$ cat config.mk
export PLATFORM = sky130hd
export DESIGN_NAME = xbar_matrix_ctrl
export DESIGN_NICKNAME = d
export VERILOG_FILES = /design/src/rtl/xbar_pkg.sv /design/src/rtl/xbar_ctrl.sv /design/src/rtl/xbar_array.sv /design/src/rtl/xbar_matrix_ctrl.sv
export SDC_FILE = /design/constraint.sdc
export NUM_CORES = 1
export LEC_CHECK = 0
export CORE_MARGIN = 10
export CORE_UTILIZATION = 45
export CTS_CLUSTER_DIAMETER = 30
export DETAILED_ROUTE_END_ITERATION = 12
export PLACE_DENSITY = 0.84
export SLEW_MARGIN = 20
export SYNTH_ARGS = -nofsm -noshare
export SYNTH_HDL_FRONTEND = slang
export SYNTH_SLANG_ARGS = --single-unit
$ cat constraint.sdc
create_clock -name clk -period 6.85 [get_ports clk]
set_input_delay 1.0275 -clock clk [delete_from_list [all_inputs] [get_ports clk]]
set_output_delay 1.0275 -clock clk [all_outputs]
set_load 0.05 [all_outputs]
$ cat src/rtl/xbar_pkg.sv
package xbar_pkg;
  localparam int ADDR_W = 7;
  localparam int OP_W = 4;
  localparam logic [31:0] DEV_ID = 32'h0000C89F;

  typedef enum logic [OP_W-1:0] {
    OP_NOP     = 4'h0,
    OP_LDADDR  = 4'h1,
    OP_DISC    = 4'h2,
    OP_CONFULL = 4'h3,
    OP_CONOUT  = 4'h4,
    OP_CLRALL  = 4'h5,
    OP_SETMODE = 4'h6,
    OP_IDENT   = 4'h7,
    OP_BYPASS  = 4'hF
  } opcode_e;

  // strobes from control to cell storage
  typedef struct packed {
    logic              clrAll;
    logic              setCell;
    logic              clrCell;
    logic              clrRow;
    logic              clrCol;
    logic [ADDR_W-1:0] row;
    logic [ADDR_W-1:0] col;
  } cellCmd_t;
endpackage

$ cat src/rtl/xbar_ctrl.sv
module xbar_ctrl
  import xbar_pkg::*;
#(
  parameter int N = 16
) (
  input  logic              clk,
  input  logic              rst,
  input  logic              cmdValid,
  input  logic [OP_W-1:0]   cmdOp,
  input  logic [ADDR_W-1:0] cmdArg,
  output cellCmd_t          cellCmd,
  output logic [ADDR_W-1:0] addrReg,
  output logic              modeBit
);
  localparam logic [ADDR_W:0] LIMIT = (ADDR_W+1)'(N);

  logic inRange;
  opcode_e opc;

  assign opc = opcode_e'(cmdOp);
  assign inRange = ({1'b0, addrReg} < LIMIT) && ({1'b0, cmdArg} < LIMIT);

  always_comb begin
    cellCmd = '0;
    cellCmd.row = addrReg;
    cellCmd.col = cmdArg;
    if (cmdValid) begin
      case (opc)
        OP_DISC:    cellCmd.clrCell = inRange;
        OP_CONFULL: begin
          cellCmd.setCell = inRange;
          cellCmd.clrRow  = inRange;
          cellCmd.clrCol  = inRange;
        end
        OP_CONOUT:  begin
          cellCmd.setCell = inRange;
          cellCmd.clrCol  = inRange;
        end
        OP_CLRALL:  cellCmd.clrAll = 1'b1;
        default:    ;
      endcase
    end
  end

  always_ff @(posedge clk) begin
    if (rst) begin
      addrReg <= '0;
      modeBit <= 1'b0;
    end else if (cmdValid) begin
      case (opc)
        OP_LDADDR:  addrReg <= cmdArg;
        OP_CONFULL: addrReg <= addrReg + 1'b1;
        OP_SETMODE: modeBit <= cmdArg[0];
        default:    ;
      endcase
    end
  end
endmodule

$ cat src/rtl/xbar_array.sv
module xbar_array
  import xbar_pkg::*;
#(
  parameter int N = 16
) (
  input  logic              clk,
  input  logic              rst,
  input  cellCmd_t          cellCmd,
  output logic [N*N-1:0]    connMatrix,
  output logic [N-1:0]      outValid,
  output logic [N*$clog2(N)-1:0] outSel
);
  localparam int IW = $clog2(N);

  for (genvar c = 0; c < N; c++) begin : g_col
    logic hitCol;
    assign hitCol = (cellCmd.col == ADDR_W'(c));

    for (genvar r = 0; r < N; r++) begin : g_row
      logic hitRow;
      assign hitRow = (cellCmd.row == ADDR_W'(r));
      always_ff @(posedge clk) begin
        if (rst || cellCmd.clrAll)
          connMatrix[c*N+r] <= 1'b0;
        else if (cellCmd.setCell && hitCol && hitRow)
          connMatrix[c*N+r] <= 1'b1;
        else if ((cellCmd.clrCell && hitCol && hitRow) ||
                 (cellCmd.clrCol && hitCol) ||
                 (cellCmd.clrRow && hitRow))
          connMatrix[c*N+r] <= 1'b0;
      end
    end

    logic [IW-1:0] selIdx;
    always_comb begin
      selIdx = '0;
      for (int r = 0; r < N; r++)
        if (connMatrix[c*N+r]) selIdx = IW'(r);
    end
    assign outSel[c*IW +: IW] = selIdx;
    assign outValid[c] = |connMatrix[c*N +: N];
  end
endmodule

$ cat src/rtl/xbar_matrix_ctrl.sv
module xbar_matrix_ctrl
  import xbar_pkg::*;
#(
  parameter int N = 16
) (
  input  logic              clk,
  input  logic              rst,
  input  logic              cmdValid,
  input  logic [3:0]        cmdOp,
  input  logic [6:0]        cmdArg,
  output logic [N*N-1:0]    connMatrix,
  output logic [N-1:0]      outValid,
  output logic [N*$clog2(N)-1:0] outSel,
  output logic [6:0]        addrReg,
  output logic              modeBit,
  output logic [31:0]       devId
);
  cellCmd_t cellCmd;

  assign devId = DEV_ID;

  xbar_ctrl #(.N(N)) u_ctrl (
    .clk(clk), .rst(rst), .cmdValid(cmdValid), .cmdOp(cmdOp),
    .cmdArg(cmdArg), .cellCmd(cellCmd), .addrReg(addrReg), .modeBit(modeBit)
  );

  xbar_array #(.N(N)) u_array (
    .clk(clk), .rst(rst), .cellCmd(cellCmd),
    .connMatrix(connMatrix), .outValid(outValid), .outSel(outSel)
  );
endmodule

==> impl_metrics.toml, run 1 <==
[clock_tree]
cts.path.max_buffers = 3
cts_inserted_buffers = 51
post_cts_buffers = 0
htreeDepth = 2
post_cts_resized = 0
postCtsHoldBufs = 0
cts-root-buf = "clkbuf_16"
cts_sinks = 264
clkTransAtPathRegs_ns = 0.05
tritoncts = "yes"
insertion_delay_ns = 0.55

[synth]
ys.flop_type = "dfxtp_1"
yosys.area.top_type = "dfxtp_1"
ys_types = 64
synth_area_sq_um = 14400
netlist_top_cells_area = "dfxtp_1, nand4_1, nand3_1"
netlist_instances = 1803
yosysSeqAreaShare_pct = 36.8
syn_avg_cell_area_sq_um = 7.96
synth_edf_count = 0
yosys.area.top_type_share_pct = 36.8
synth_seq_cells = 264
ys_warn_count = 0
async_reset_ff_share_pct = 0

[layout]
drive_gt1_share_pct = 7.14
synthToLayoutAreaGrowth_pct = 35.2
instances_no_fill = 2508
num-nets-final = 2080

[power_and_ir_drop]
power-per-cell-area_nw_per_um2 = 217
p_leak_nw = 6.39
p_seq_share_pct = 36.7
ir_drop_mv = 0.183
p_int_mw = 3.20
p_switching_mw = 1.00
switching_share_pct = 23.9
pwr-share-clk_pct = 58.4
pwr-share-comb_pct = 4.9

[timing]
worst_pin_slew_ns = 1.23
maxSlewViolCount = 0
hold_violations = 0
max_freq_mhz = 245
post-route-period-util_pct = 59.5
relSlewSlack_pct = 17.5
skew_ns = 0.0224
tns_ns = 0
post-route-min-period_ns = 4.08
finalSetupViolations = 0
rsz0062_at_grt = "false"

[critical_path]
path_cells = "clkdlybuf4s50_1 -> or3b_4 -> a211oi_4 -> nand3_1 -> nand4_1 -> o21ai_0"
reg2reg_depth = 5
crit_path_max_fanout = 32
critPathBufInv = 1
crit_required_ns = 7.24
slowest_stage = "nand3_1"
timing.rr.end = "u_array.connMatrix[129]"
worstSetupStartpointType = "primary input"
crit_cells = 6
r2r_setup_slack_ns = 3.79
cp.arrival_ns = 4.46
crit_type = "in2reg"
worstSetupEndpointType = "flip-flop"
cp_top_family = "simple AND/OR/NAND/NOR gates"
reg2reg_from = "u_ctrl.addrReg[5]"
startpoint = "cmdOp[0]"
slowest_delay_ns = 0.95
endpoint = "u_array.connMatrix[129]"

[detailed_routing]
drt_wl_total_microns = 60100
dr.pass1.iters = 6
drc = 0
drt_iter0_markers = 2225
vias = 16500
viasPerCell = 6.57
wire_per_inst_microns = 24.0
antenna_left = 0

[worst_hold_path]
hold_class = "reg2reg"

[flow_run]
cap_violations = 0

[place]
dp_cells = 2410
numPortBuffers = 357
place_congestion = 0.874
place_hpwl_microns = 40900

[grt]
grt_pass1_vias = 14900
gr-total-overflow = 0
track_usage_pct = 28.4
grt_pass1_wl_microns = 89500
grt_max_degree = 102
grt_antenna_before_repair = 4

[floorplan]
num_io_pins = 390
die_y_microns = 199
die_x_microns = 199
coreArea_sq_um = 31600
initial_core_util_pct = 45.5
dieArea_sq_um = 39400
num_rows = 65

[outcome]
outcome = "finished clean"
==> worst min path at each step <==
stage | from | cells past startpoint | slack [ns] | to
after floorplan | u_array.connMatrix[144] | 2 | 0.70 | u_array.connMatrix[144]
after global placement | u_array.connMatrix[128] | 2 | 0.48 | u_array.connMatrix[128]
after detailed placement | u_array.connMatrix[208] | 2 | 0.49 | u_array.connMatrix[208]
after CTS | u_array.connMatrix[208] | 2 | 0.50 | u_array.connMatrix[208]
after global routing | u_array.connMatrix[214] | 2 | 0.54 | u_array.connMatrix[214]
final | u_array.connMatrix[208] | 2 | 0.50 | u_array.connMatrix[208]
==> worst register-to-register path: stages (launching register included) <==
cell	delay, ns
dfxtp_1	0.44
nor4_2	0.76
and3_1	0.36
nand3_1	0.78
nand4_1	0.44
o21ai_0	0.13
==> logic make-up after synthesis <==
kind of cell	count (synthesis)	share of synthesized area [%]
buf+inv	263	8.82
other cells	2	0.0523
fa+ha+maj	4	0.349
simple gates	709	27.4
compound gates	560	26.5
flops	264	36.8
mux	1	0.0697
==> state kept, by name, summed over array words and instances, names as in the netlist <==
signal	cells
u_array.connMatrix	256
u_ctrl.addrReg	7
u_ctrl.modeBit	1
==> layer usage <==
| metal | share of wire [%] | track usage, % |
|---|---|---|
| met5 | 0.055 | 0 |
| met4 | 3.4 | 9.95 |
| met3 | 13 | 8.18 |
| met2 | 46 | 45.8 |
| met1 | 38 | 35.4 |
==> stage by stage <==
stage	setup WS [ns]	power (mW)	instance area, sq um	hold slack (ns)	util (%)
floorplan	3.19	1.75	14500	0.699	-
global placement	2.45	1.77	17700	0.477	56.0
detailed placement	2.30	1.77	17700	0.494	56.0
CTS	2.85	4.20	19400	0.500	61.4
global route	2.57	4.31	19400	0.540	61.5
finish	2.77	4.21	19400	0.499	61.5
==> cells in the mapped netlist, types with 18 or more instances <==
| master | number |
|---|---|
| dfxtp_1 | 264 |
| inv_1 | 67 |
| nor2_1 | 123 |
| nand4_1 | 120 |
| nand2b_1 | 25 |
| o41ai_1 | 18 |
| o21ai_1 | 98 |
| buf_4 | 39 |
| nor4_1 | 97 |
| a21oi_1 | 76 |
| nor3_1 | 41 |
| o2111ai_1 | 73 |
| clkbuf_1 | 97 |
| nand3_1 | 142 |
| o22ai_1 | 24 |
| o21ai_0 | 122 |
| nand2_1 | 97 |
| a211oi_1 | 53 |
| buf_2 | 39 |
==> cell type report <==
class	instances	area [sq um]
sequential	264	5290
timing repair buffer	372	3690
inverter	67	251
clock buffer	72	1460
antenna	4	10.0
clock inverter	21	251
multi-input combinational	1306	7970
tap	402	503
fill	2633	12100
==> cells in the final DEF (no fill, tap or decap), drive strengths merged, types with 3 or more instances in the layout <==
cell / netlist / final
bufinv: 0 / 4
o22ai: 24 / 24
o41ai: 24 / 24
a2111oi: 16 / 16
clkinv: 0 / 9
clkdlybuf4s50: 0 / 357
ha: 4 / 4
nor4: 114 / 114
and2: 4 / 4
and3: 5 / 5
o31ai: 16 / 16
nand3: 142 / 142
nor2: 125 / 125
a21oi: 79 / 79
nor3: 41 / 41
nand2b: 25 / 25
inv: 67 / 73
a211oi: 66 / 66
and4: 3 / 3
clkbuf: 98 / 72
o21ai: 220 / 220
nand2: 97 / 97
buf: 98 / 15
nor2b: 9 / 9
a211o: 14 / 14
nand4: 120 / 120
o21bai: 16 / 16
conb: 2 / 32
diode: 0 / 4
or4b: 3 / 3
o2111ai: 73 / 73
dfxtp: 264 / 264
==> power by group through the flow <==
stage	registers, mW	logic [mW]	clock network (mW)
detailed placement	1.57	0.197	0
global route	1.54	0.214	2.55
CTS	1.55	0.198	2.46
floorplan	1.58	0.171	0
finish	1.55	0.205	2.46
global placement	1.57	0.195	0
No activity file was read; power rests on OpenSTA's default activity.
==> run 2, diff against run 1 <==
Clock period 6.85 ns to 3.98 ns, I/O delays scaled along.
==> impl_metrics.toml, run 2 (same netlist as run 1, synthesis figures left out) <==
[floorplan]
num_rows = 65
dieArea_sq_um = 39400
die_x_microns = 199
die_y_microns = 199
initial_core_util_pct = 45.5
num_io_pins = 390
coreArea_sq_um = 31600

[critical_path]
r2r_setup_slack_ns = 1.09
cp_top_family = "buffers and inverters"
worstSetupEndpointType = "primary output"
path_cells = "inv_1 -> a21oi_1 -> nor2_1 -> o41ai_1 -> clkdlybuf4s50_1"
crit_cells = 5
worstSetupStartpointType = "flip-flop"
crit_required_ns = 3.38
cp.arrival_ns = 2.82
endpoint = "outSel[56]"
timing.rr.end = "u_array.connMatrix[222]"
crit_type = "reg2out"
crit_path_max_fanout = 6
slowest_delay_ns = 0.94
startpoint = "u_array.connMatrix[233]"
reg2reg_from = "u_ctrl.addrReg[5]"
reg2reg_depth = 5
critPathBufInv = 2
slowest_stage = "clkdlybuf4s50_1"

[grt]
track_usage_pct = 28.3
grt_pass1_vias = 15300
gr-total-overflow = 0
grt_pass1_wl_microns = 89500
grt_antenna_before_repair = 5
grt_max_degree = 101

[clock_tree]
tritoncts = "yes"
postCtsHoldBufs = 0
cts.path.max_buffers = 3
cts_sinks = 264
clkTransAtPathRegs_ns = 0.05
cts-root-buf = "clkbuf_16"
insertion_delay_ns = 0.54
htreeDepth = 2
post_cts_resized = 0
cts_inserted_buffers = 46
post_cts_buffers = 0

[outcome]
outcome = "finished clean"

[timing]
rsz0062_at_grt = "false"
post-route-period-util_pct = 85.9
max_freq_mhz = 292
holdWs_ns = 0.506
maxSlewViolCount = 0
skew_ns = 0.0165
worst_pin_slew_ns = 0.959
hold_violations = 0
tns_ns = 0
post-route-min-period_ns = 3.42
setup_ws_ns = 0.561
finalSetupViolations = 0
relSlewSlack_pct = 36.1

[detailed_routing]
wire_per_inst_microns = 23.6
viasPerCell = 6.54
drt_wl_total_microns = 59500
vias = 16500
drt_iter0_markers = 2332
antenna_left = 0
drc = 0
dr.pass1.iters = 7

[worst_hold_path]
hold_class = "reg2reg"

[flow_run]
cap_violations = 0

[layout]
instances_no_fill = 2524
post-route-util_pct = 62.2
final_common_cell = "clkdlybuf4s50_1"
synthToLayoutAreaGrowth_pct = 36.8
layout_common_cells = "clkdlybuf4s50_1, dfxtp_1, nand3_1"
design_area_sq_um = 19600
top_regs = "u_array.connMatrix: 256 flops, u_ctrl.addrReg: 7 flops, u_ctrl.modeBit: 1 flops"
num-nets-final = 2100
drive_gt1_share_pct = 7.98
n_fill_cell = 2583
regMostFlops = "u_array.connMatrix"
largest_register_ffs = 256

[power_and_ir_drop]
switching_share_pct = 22.7
power-per-cell-area_nw_per_um2 = 379
p_total_mw = 7.44
p_switching_mw = 1.69
p_seq_share_pct = 35.7
ir_drop_mv = 0.295
p_int_mw = 5.76
pwr-share-clk_pct = 59.4
p_leak_nw = 6.52
pwr-share-comb_pct = 4.9

[place]
place_hpwl_microns = 41200
dp_cells = 2436
post-place-ws_ns = 0.553
placed_cell_area_sq_um = 17900
numPortBuffers = 357
place_congestion = 0.900
run 2: routing by layer:
metal / track usage, % / routed length [microns] / share of wire [%]
met1: 34.4 / 22100 / 37
met3: 8.33 / 7730 / 13
met4: 12.9 / 2380 / 4.0
met5: 0 / 0 / 0
met2: 45.1 / 27300 / 46
run 2: final cells by class:
cell class / instances / area [sq um] / share of cell area [%]
flip-flops and latches: 264 / 5290 / 26.9
well taps: 402 / 503 / 2.56
clock inverters: 28 / 488 / 2.48
clock buffers: 55 / 1260 / 6.40
inverters: 67 / 251 / 1.28
repair buffers: 397 / 3900 / 19.8
multi-input cells: 1306 / 7950 / 40.5
diodes: 5 / 12.5 / 0.0637
run 2: worst min-delay path by stage:
stage                                       start  slack (ns)  cells after the start                       to
after floorplan           u_array.connMatrix[144]        0.70                      2  u_array.connMatrix[144]
after global placement    u_array.connMatrix[224]        0.48                      2  u_array.connMatrix[224]
after detailed placement  u_array.connMatrix[208]        0.50                      2  u_array.connMatrix[208]
after CTS                 u_array.connMatrix[128]        0.50                      2  u_array.connMatrix[128]
after global routing      u_array.connMatrix[240]        0.54                      2  u_array.connMatrix[240]
final                     u_array.connMatrix[128]        0.51                      2  u_array.connMatrix[128]
run 2: power by group through the flow:
stage | combinational [mW] | clock, mW | sequential [mW]
2_1_floorplan | 0.294 | 0 | 2.72
3_3_place_gp | 0.347 | 0 | 2.71
3_5_place_dp | 0.351 | 0 | 2.71
4_1_cts | 0.352 | 4.42 | 2.66
5_1_grt | 0.381 | 4.55 | 2.66
6_report | 0.366 | 4.42 | 2.66
run 2: worst register-to-register path, stage by stage (launching register included):
cell and delay (ns):
dfxtp_1 0.44, or4_1 1.00, nor4_2 0.93, nand3_1 0.18, nand4_1 0.14, o21ai_1 0.07
